File: src/rtl/hq_pkg.sv
package hq_pkg;

  typedef enum logic [1:0] {
    HQ_EMPTY   = 2'd0,
    HQ_PARTIAL = 2'd1,
    HQ_FULL    = 2'd2
  } hq_level_e;

  function automatic int unsigned hq_ptr_width(input int unsigned depth);
    return (depth > 1) ? $clog2(depth) : 1;
  endfunction

endpackage

File: src/rtl/hq_fifo_ctrl.sv
module hq_fifo_ctrl
  import hq_pkg::*;
#(
  parameter int unsigned DEPTH = 4,
  localparam int unsigned PTR_W = hq_ptr_width(DEPTH),
  localparam int unsigned CNT_W = $clog2(DEPTH + 1)
) (
  input  logic             clk,
  input  logic             rst,
  input  logic             push_req,
  input  logic             pop,
  output logic             push_ready,
  output logic             push_go,
  output logic [PTR_W-1:0] wr_ptr,
  output logic [PTR_W-1:0] rd_ptr,
  output hq_level_e        level
);

  logic [CNT_W-1:0] count_q;
  logic [PTR_W-1:0] wr_q, rd_q;

  function automatic logic [PTR_W-1:0] ptr_next(input logic [PTR_W-1:0] p);
    return (p == PTR_W'(DEPTH - 1)) ? '0 : p + PTR_W'(1);
  endfunction

  always_comb begin
    if (count_q == '0)                 level = HQ_EMPTY;
    else if (count_q == CNT_W'(DEPTH)) level = HQ_FULL;
    else                               level = HQ_PARTIAL;
  end

  // A completion in the same cycle frees a slot for the push.
  assign push_ready = (level != HQ_FULL) | pop;
  assign push_go    = push_req & push_ready;
  assign wr_ptr     = wr_q;
  assign rd_ptr     = rd_q;

  always_ff @(posedge clk) begin
    if (rst) begin
      count_q <= '0;
      wr_q    <= '0;
      rd_q    <= '0;
    end else begin
      if (push_go) wr_q <= ptr_next(wr_q);
      if (pop)     rd_q <= ptr_next(rd_q);
      case ({push_go, pop})
        2'b10:   count_q <= count_q + CNT_W'(1);
        2'b01:   count_q <= count_q - CNT_W'(1);
        default: count_q <= count_q;
      endcase
    end
  end


  pop_nonempty_chk: assert property (@(posedge clk) disable iff (rst)
    pop |-> (count_q != '0));


  no_overflow_chk: assert property (@(posedge clk) disable iff (rst)
    (count_q == CNT_W'(DEPTH) && !pop) |=> (count_q == CNT_W'(DEPTH)));


  full_swap_chk: assert property (@(posedge clk) disable iff (rst)
    (push_go && pop) |=> (count_q == $past(count_q)));

endmodule

File: src/rtl/hq_entry_array.sv
module hq_entry_array
  import hq_pkg::*;
#(
  parameter int unsigned DEPTH = 4,
  parameter int unsigned TAG_W = 8,
  localparam int unsigned PTR_W = hq_ptr_width(DEPTH)
) (
  input  logic             clk,
  input  logic             rst,
  input  logic             push_go,
  input  logic [PTR_W-1:0] wr_ptr,
  input  logic [TAG_W-1:0] push_tag,
  input  logic             push_wr,
  input  logic             pop,
  input  logic [PTR_W-1:0] rd_ptr,
  input  logic [TAG_W-1:0] look_tag,
  input  logic             look_wr,
  output logic             collide
);

  logic [DEPTH-1:0] vld_q;
  logic [DEPTH-1:0] wbit_q;
  logic [DEPTH-1:0] hit;
  logic [TAG_W-1:0] tag_q [DEPTH];

  for (genvar i = 0; i < DEPTH; i++) begin : g_slot
    logic sel_wr, sel_rd;
    assign sel_wr = push_go & (wr_ptr == PTR_W'(i));
    assign sel_rd = pop & (rd_ptr == PTR_W'(i));

    always_ff @(posedge clk) begin
      if (sel_wr) begin
        tag_q[i]  <= push_tag;
        wbit_q[i] <= push_wr;
      end
    end

    // Push wins when a full queue recycles the slot being retired.
    always_ff @(posedge clk) begin
      if (rst)         vld_q[i] <= 1'b0;
      else if (sel_wr) vld_q[i] <= 1'b1;
      else if (sel_rd) vld_q[i] <= 1'b0;
    end

    // A store conflicts with any match; a load conflicts only with a pending store.
    assign hit[i] = vld_q[i] & (tag_q[i] == look_tag) & (look_wr | wbit_q[i]);
  end

  assign collide = |hit;


  retired_slot_free_chk: assert property (@(posedge clk) disable iff (rst)
    (pop && !(push_go && wr_ptr == rd_ptr)) |=> !vld_q[$past(rd_ptr)]);


  pushed_slot_held_chk: assert property (@(posedge clk) disable iff (rst)
    push_go |=> vld_q[$past(wr_ptr)]);

endmodule

File: src/rtl/hq_gate.sv
module hq_gate (
  input  logic clk,
  input  logic rst,
  input  logic loc_valid,
  input  logic collide,
  input  logic mem_ready,
  output logic loc_ready,
  output logic mem_valid
);

  logic clear;
  assign clear     = ~collide;
  assign mem_valid = loc_valid & clear;
  assign loc_ready = mem_ready & clear;


  stall_blocks_mem_chk: assert property (@(posedge clk) disable iff (rst)
    collide |-> (!mem_valid && !loc_ready));

endmodule

File: src/rtl/offload_hazard_queue.sv
module offload_hazard_queue
  import hq_pkg::*;
#(
  parameter int unsigned ADDR_W     = 32,
  parameter int unsigned DATA_BYTES = 8,
  parameter int unsigned DEPTH      = 4,
  parameter int unsigned TAG_W      = 8,
  localparam int unsigned OFF_W = (DATA_BYTES > 1) ? $clog2(DATA_BYTES) : 0,
  localparam int unsigned PTR_W = hq_ptr_width(DEPTH)
) (
  input  logic              clk,
  input  logic              rst,
  input  logic              push_valid,
  output logic              push_ready,
  input  logic [ADDR_W-1:0] push_addr,
  input  logic              push_write,
  input  logic              pop_strobe,
  input  logic              loc_valid,
  output logic              loc_ready,
  input  logic [ADDR_W-1:0] loc_addr,
  input  logic              loc_write,
  output logic              mem_valid,
  input  logic              mem_ready
);

  logic             push_go, collide;
  logic [PTR_W-1:0] wr_ptr, rd_ptr;
  hq_level_e        level;
  logic [TAG_W-1:0] push_tag, look_tag;

  assign push_tag = push_addr[OFF_W +: TAG_W];
  assign look_tag = loc_addr[OFF_W +: TAG_W];

  hq_fifo_ctrl #(.DEPTH(DEPTH)) u_ctrl (
    .clk        (clk),
    .rst        (rst),
    .push_req   (push_valid),
    .pop        (pop_strobe),
    .push_ready (push_ready),
    .push_go    (push_go),
    .wr_ptr     (wr_ptr),
    .rd_ptr     (rd_ptr),
    .level      (level)
  );

  hq_entry_array #(.DEPTH(DEPTH), .TAG_W(TAG_W)) u_array (
    .clk      (clk),
    .rst      (rst),
    .push_go  (push_go),
    .wr_ptr   (wr_ptr),
    .push_tag (push_tag),
    .push_wr  (push_write),
    .pop      (pop_strobe),
    .rd_ptr   (rd_ptr),
    .look_tag (look_tag),
    .look_wr  (loc_write),
    .collide  (collide)
  );

  hq_gate u_gate (
    .clk       (clk),
    .rst       (rst),
    .loc_valid (loc_valid),
    .collide   (collide),
    .mem_ready (mem_ready),
    .loc_ready (loc_ready),
    .mem_valid (mem_valid)
  );


  empty_no_stall_chk: assert property (@(posedge clk) disable iff (rst)
    (level == HQ_EMPTY) |-> (mem_valid == loc_valid && loc_ready == mem_ready));

endmodule

File: config.mk
export PLATFORM = sky130hd
export DESIGN_NAME = offload_hazard_queue
export DESIGN_NICKNAME = d
export VERILOG_FILES = /design/src/rtl/hq_pkg.sv /design/src/rtl/hq_fifo_ctrl.sv /design/src/rtl/hq_entry_array.sv /design/src/rtl/hq_gate.sv /design/src/rtl/offload_hazard_queue.sv
export SDC_FILE = /design/constraint.sdc
export NUM_CORES = 1
export LEC_CHECK = 0
export BUFFER_PORTS_ARGS = -buffer_cell sky130_fd_sc_hd__buf_2
export CAP_MARGIN = 30
export CORE_MARGIN = 3
export CORE_UTILIZATION = 53
export DETAILED_ROUTE_END_ITERATION = 6
export GPL_TIMING_DRIVEN = 0
export PLACE_DENSITY = 0.84
export SKIP_CTS_REPAIR_TIMING = 1
export SYNTH_ARGS = -nofsm -noshare
export SYNTH_HDL_FRONTEND = slang
export SYNTH_SLANG_ARGS = --single-unit
File: constraint.sdc
create_clock -name clk -period 3.93 [get_ports clk]
set_input_delay 0.786 -clock clk [delete_from_list [all_inputs] [get_ports clk]]
set_output_delay 0.786 -clock clk [all_outputs]
set_load 0.01 [all_outputs]
==> flow_metrics.py <==
metrics = {
    "power": {
        "p_sw_mw": 0.231,
        "ir_drop_v": 0.000234,
        "combPwrFrac_pct": 11.9,
        "seq_power_share_pct": 55.8,
        "leakage_nw": 0.859,
        "swShare_pct": 22.2,
        "power_density_nw_per_um2": 431,
        "p_clk_share_pct": 32.3,
        "p_int_mw": 0.811,
    },
    "placed_design": {
        "port_buffers": 22,
        "hpwl_um": 2750,
        "dp.cells": 232,
        "gp_congestion": 0.824,
    },
    "synth": {
        "synth_warnings": 0,
        "synth_top_area_cell": "edfxtp_1",
        "syn_inst": 162,
        "yosysUniqueCellTypes": 23,
        "ys_seq_area_share_pct": 60.9,
        "synth_area_um2": 2140,
        "synth_top_area_share_pct": 50.6,
        "avgSynthCellArea_um2": 13.2,
        "yosys-top-cells-area": "edfxtp_1 (51%), xnor2_1 (11%), dfxtp_1 (10%), ha_1 (5.3%), xor2_1 (2.5%)",
        "synth_nets": 244,
        "ys_ff_latch": 47,
    },
    "sta": {
        "clock_skew_ns": 0.00760,
        "timing.final.crit_share_pct": 74.9,
        "fmax_ghz": 0.340,
        "rsz0062_at_grt": "no",
        "setup_viol": 0,
        "tns_ns": 0,
        "worst_pin_slew_ns": 0.463,
        "slew_viol_final": 0,
        "hold_viol_final": 0,
        "fin_crit_ns": 2.94,
        "maxSlewHeadroom_pct": 69.1,
    },
    "cells_and_area": {
        "register_area_um2": 1300,
        "area_growth_syn_to_layout_pct": 12.9,
        "stdcell_count": 240,
        "nNetsFinal": 273,
        "drive_gt1_share_pct": 20.8,
        "multi_input_area_um2": 761,
        "diodes": 0,
        "nFillCells": 288,
    },
    "detailed_routing": {
        "routed_via_density": 5.18,
        "drc": 0,
        "wirelength_um": 3580,
        "ant_nets": 0,
        "drt_iter0_markers": 69,
        "via_count": 1244,
        "first_pass_iters": 4,
        "drt-wirelength-per-cell_um": 14.9,
    },
    "setup_path": {
        "required_ns": 3.14,
        "cp_data_arrival_time_ns": 2.16,
        "critical_path_class": "in -> out",
        "path_max_fanout": 4,
        "endpoint_kind": "output port",
        "cp-start-kind": "input port",
    },
    "global_route": {
        "antenna_found_initial": 0,
        "grt_first_pass_wirelength_um": 6150,
        "first_global_vias": 1280,
        "grt_max_degree": 15,
        "grt_overflow_total": 0,
        "grt_usage_pct": 16.5,
    },
    "die": {
        "die_x_um": 69.5,
        "coreArea_um2": 3770,
        "rows": 22,
        "start_util_pct": 56.7,
        "die_h_um": 69.5,
        "io-pin-count": 75,
        "die-area_um2": 4830,
    },
    "clocking": {
        "cts_buffer_depth": 2,
        "cts_max_level": 2,
        "root_buffer": "clkbuf_8",
        "cts_tree": "yes",
        "cts.sinks": 47,
        "clk_pin_slew_ns": 0.08,
        "clk_latency_ns": 0.30,
        "cts_buffers": 5,
    },
    "flow_run": {
        "drv_cap": 0,
    },
    "min_path": {
        "min_path_type": "reg -> reg",
    },
    "outcome": {
        "status": "complete, no violations",
    },
}
-- critical path, stage by stage --
cell	delay (ns)
clkbuf_1	0.23
xnor2_1	0.16
nand3_1	0.12
or4_1	0.53
nand4_1	0.14
nor2_1	0.06
buf_2	0.13
-- synth_stat cells, drive strengths merged --
library cell / count
edfxtp: 36
xnor2: 28
nor2: 13
dfxtp: 11
ha: 9
inv: 9
a21oi: 8
nand2: 6
xor2: 6
clkbuf: 5
nand3: 5
nand4: 5
o21ai: 5
and3: 4
or4: 4
buf: 2
mux2i: 2
fa: 1
nor3: 1
or3: 1
or4b: 1
-- logic make-up (layout without fill, tap and decap cells) --
family / count (synthesis) / in the layout / share of synthesized area, %
XOR/XNOR: 34 / 34 / 13.9
buffers and inverters: 16 / 46 / 3.51
AO/OA/AOI/OAI: 13 / 13 / 3.75
AND/OR/NAND/NOR: 40 / 40 / 10.8
adder cells (fa/ha/maj): 10 / 10 / 6.21
multiplexers: 2 / 2 / 0.937
flip-flops: 47 / 47 / 60.9
-- sequential cells by signal, indices dropped and copies added (netlist names) --
register / flops
u_ctrl.count_q: 3
u_array.vld_q: 4
u_ctrl.wr_ptr: 2
u_ctrl.rd_ptr: 2
u_array.tag_q: 32
u_array.wbit_q: 4
-- per-layer routing --
metal / track usage [%] / wire length (um) / part of all wire (%)
met5: 0 / 0 / 0
met4: 5.21 / 48 / 1.3
met3: 5.22 / 171 / 4.8
met2: 28.6 / 1890 / 53
met1: 19.6 / 1470 / 41
-- power by group through the flow --
stage          clock network [mW]  registers, mW  logic, mW
2_1_floorplan                   0          0.589     0.0847
3_3_place_gp                    0          0.590      0.116
3_5_place_dp                    0          0.593      0.125
4_1_cts                     0.344          0.581      0.126
5_1_grt                     0.367          0.585      0.139
6_report                    0.337          0.581      0.124
-- through the flow --
step / cell area [um^2] / util (%) / hold slack [ns] / setup WS, ns / total power, mW
floorplan: 2140 / - / 0.454 / 1.06 / 0.673
global placement: 2310 / 61.2 / 0.462 / 0.893 / 0.706
detailed placement: 2310 / 61.2 / 0.476 / 0.819 / 0.718
CTS: 2410 / 64.0 / 0.497 / 0.992 / 1.05
global route: 2410 / 64.0 / 0.524 / 0.881 / 1.09
finish: 2410 / 64.0 / 0.494 / 0.988 / 1.04
-- worst paths after layout --
check                                 startpoint                             end  slack (ns)  cells past startpoint
hold reg to reg    u_array.vld_q[2]$_SDFFE_PP0P_   u_array.vld_q[2]$_SDFFE_PP0P_        0.49                      2
setup reg to reg  u_ctrl.count_q[0]$_SDFFE_PP0P_  u_ctrl.count_q[2]$_SDFFE_PP0P_        1.52                      9
hold / removal     u_array.vld_q[2]$_SDFFE_PP0P_   u_array.vld_q[2]$_SDFFE_PP0P_        0.49                      2
setup / recovery                     loc_addr[9]                       mem_valid        0.99                      7
-- final cells by class --
cell class | count | share of cell area [%]
flip-flops and latches | 47 | 53.9
multi-input cells | 99 | 31.5
repair buffers | 22 | 4.56
clock buffers | 7 | 3.16
well taps | 48 | 2.49
plain buffers | 7 | 1.71
inverters | 9 | 1.40
clock inverters | 1 | 1.24
-- layout by cell type, fill, tap and decap left out, drive strengths merged, types with 2 or more instances in the layout --
master	n
buf	24
dfxtp	11
nand4	5
clkbuf	12
or4	4
nand2	6
o21ai	5
a21oi	8
edfxtp	36
mux2i	2
ha	9
and3	4
inv	9
xor2	6
nand3	5
nor2	13
xnor2	28
Note: power is estimated with default switching activity, not from simulation.
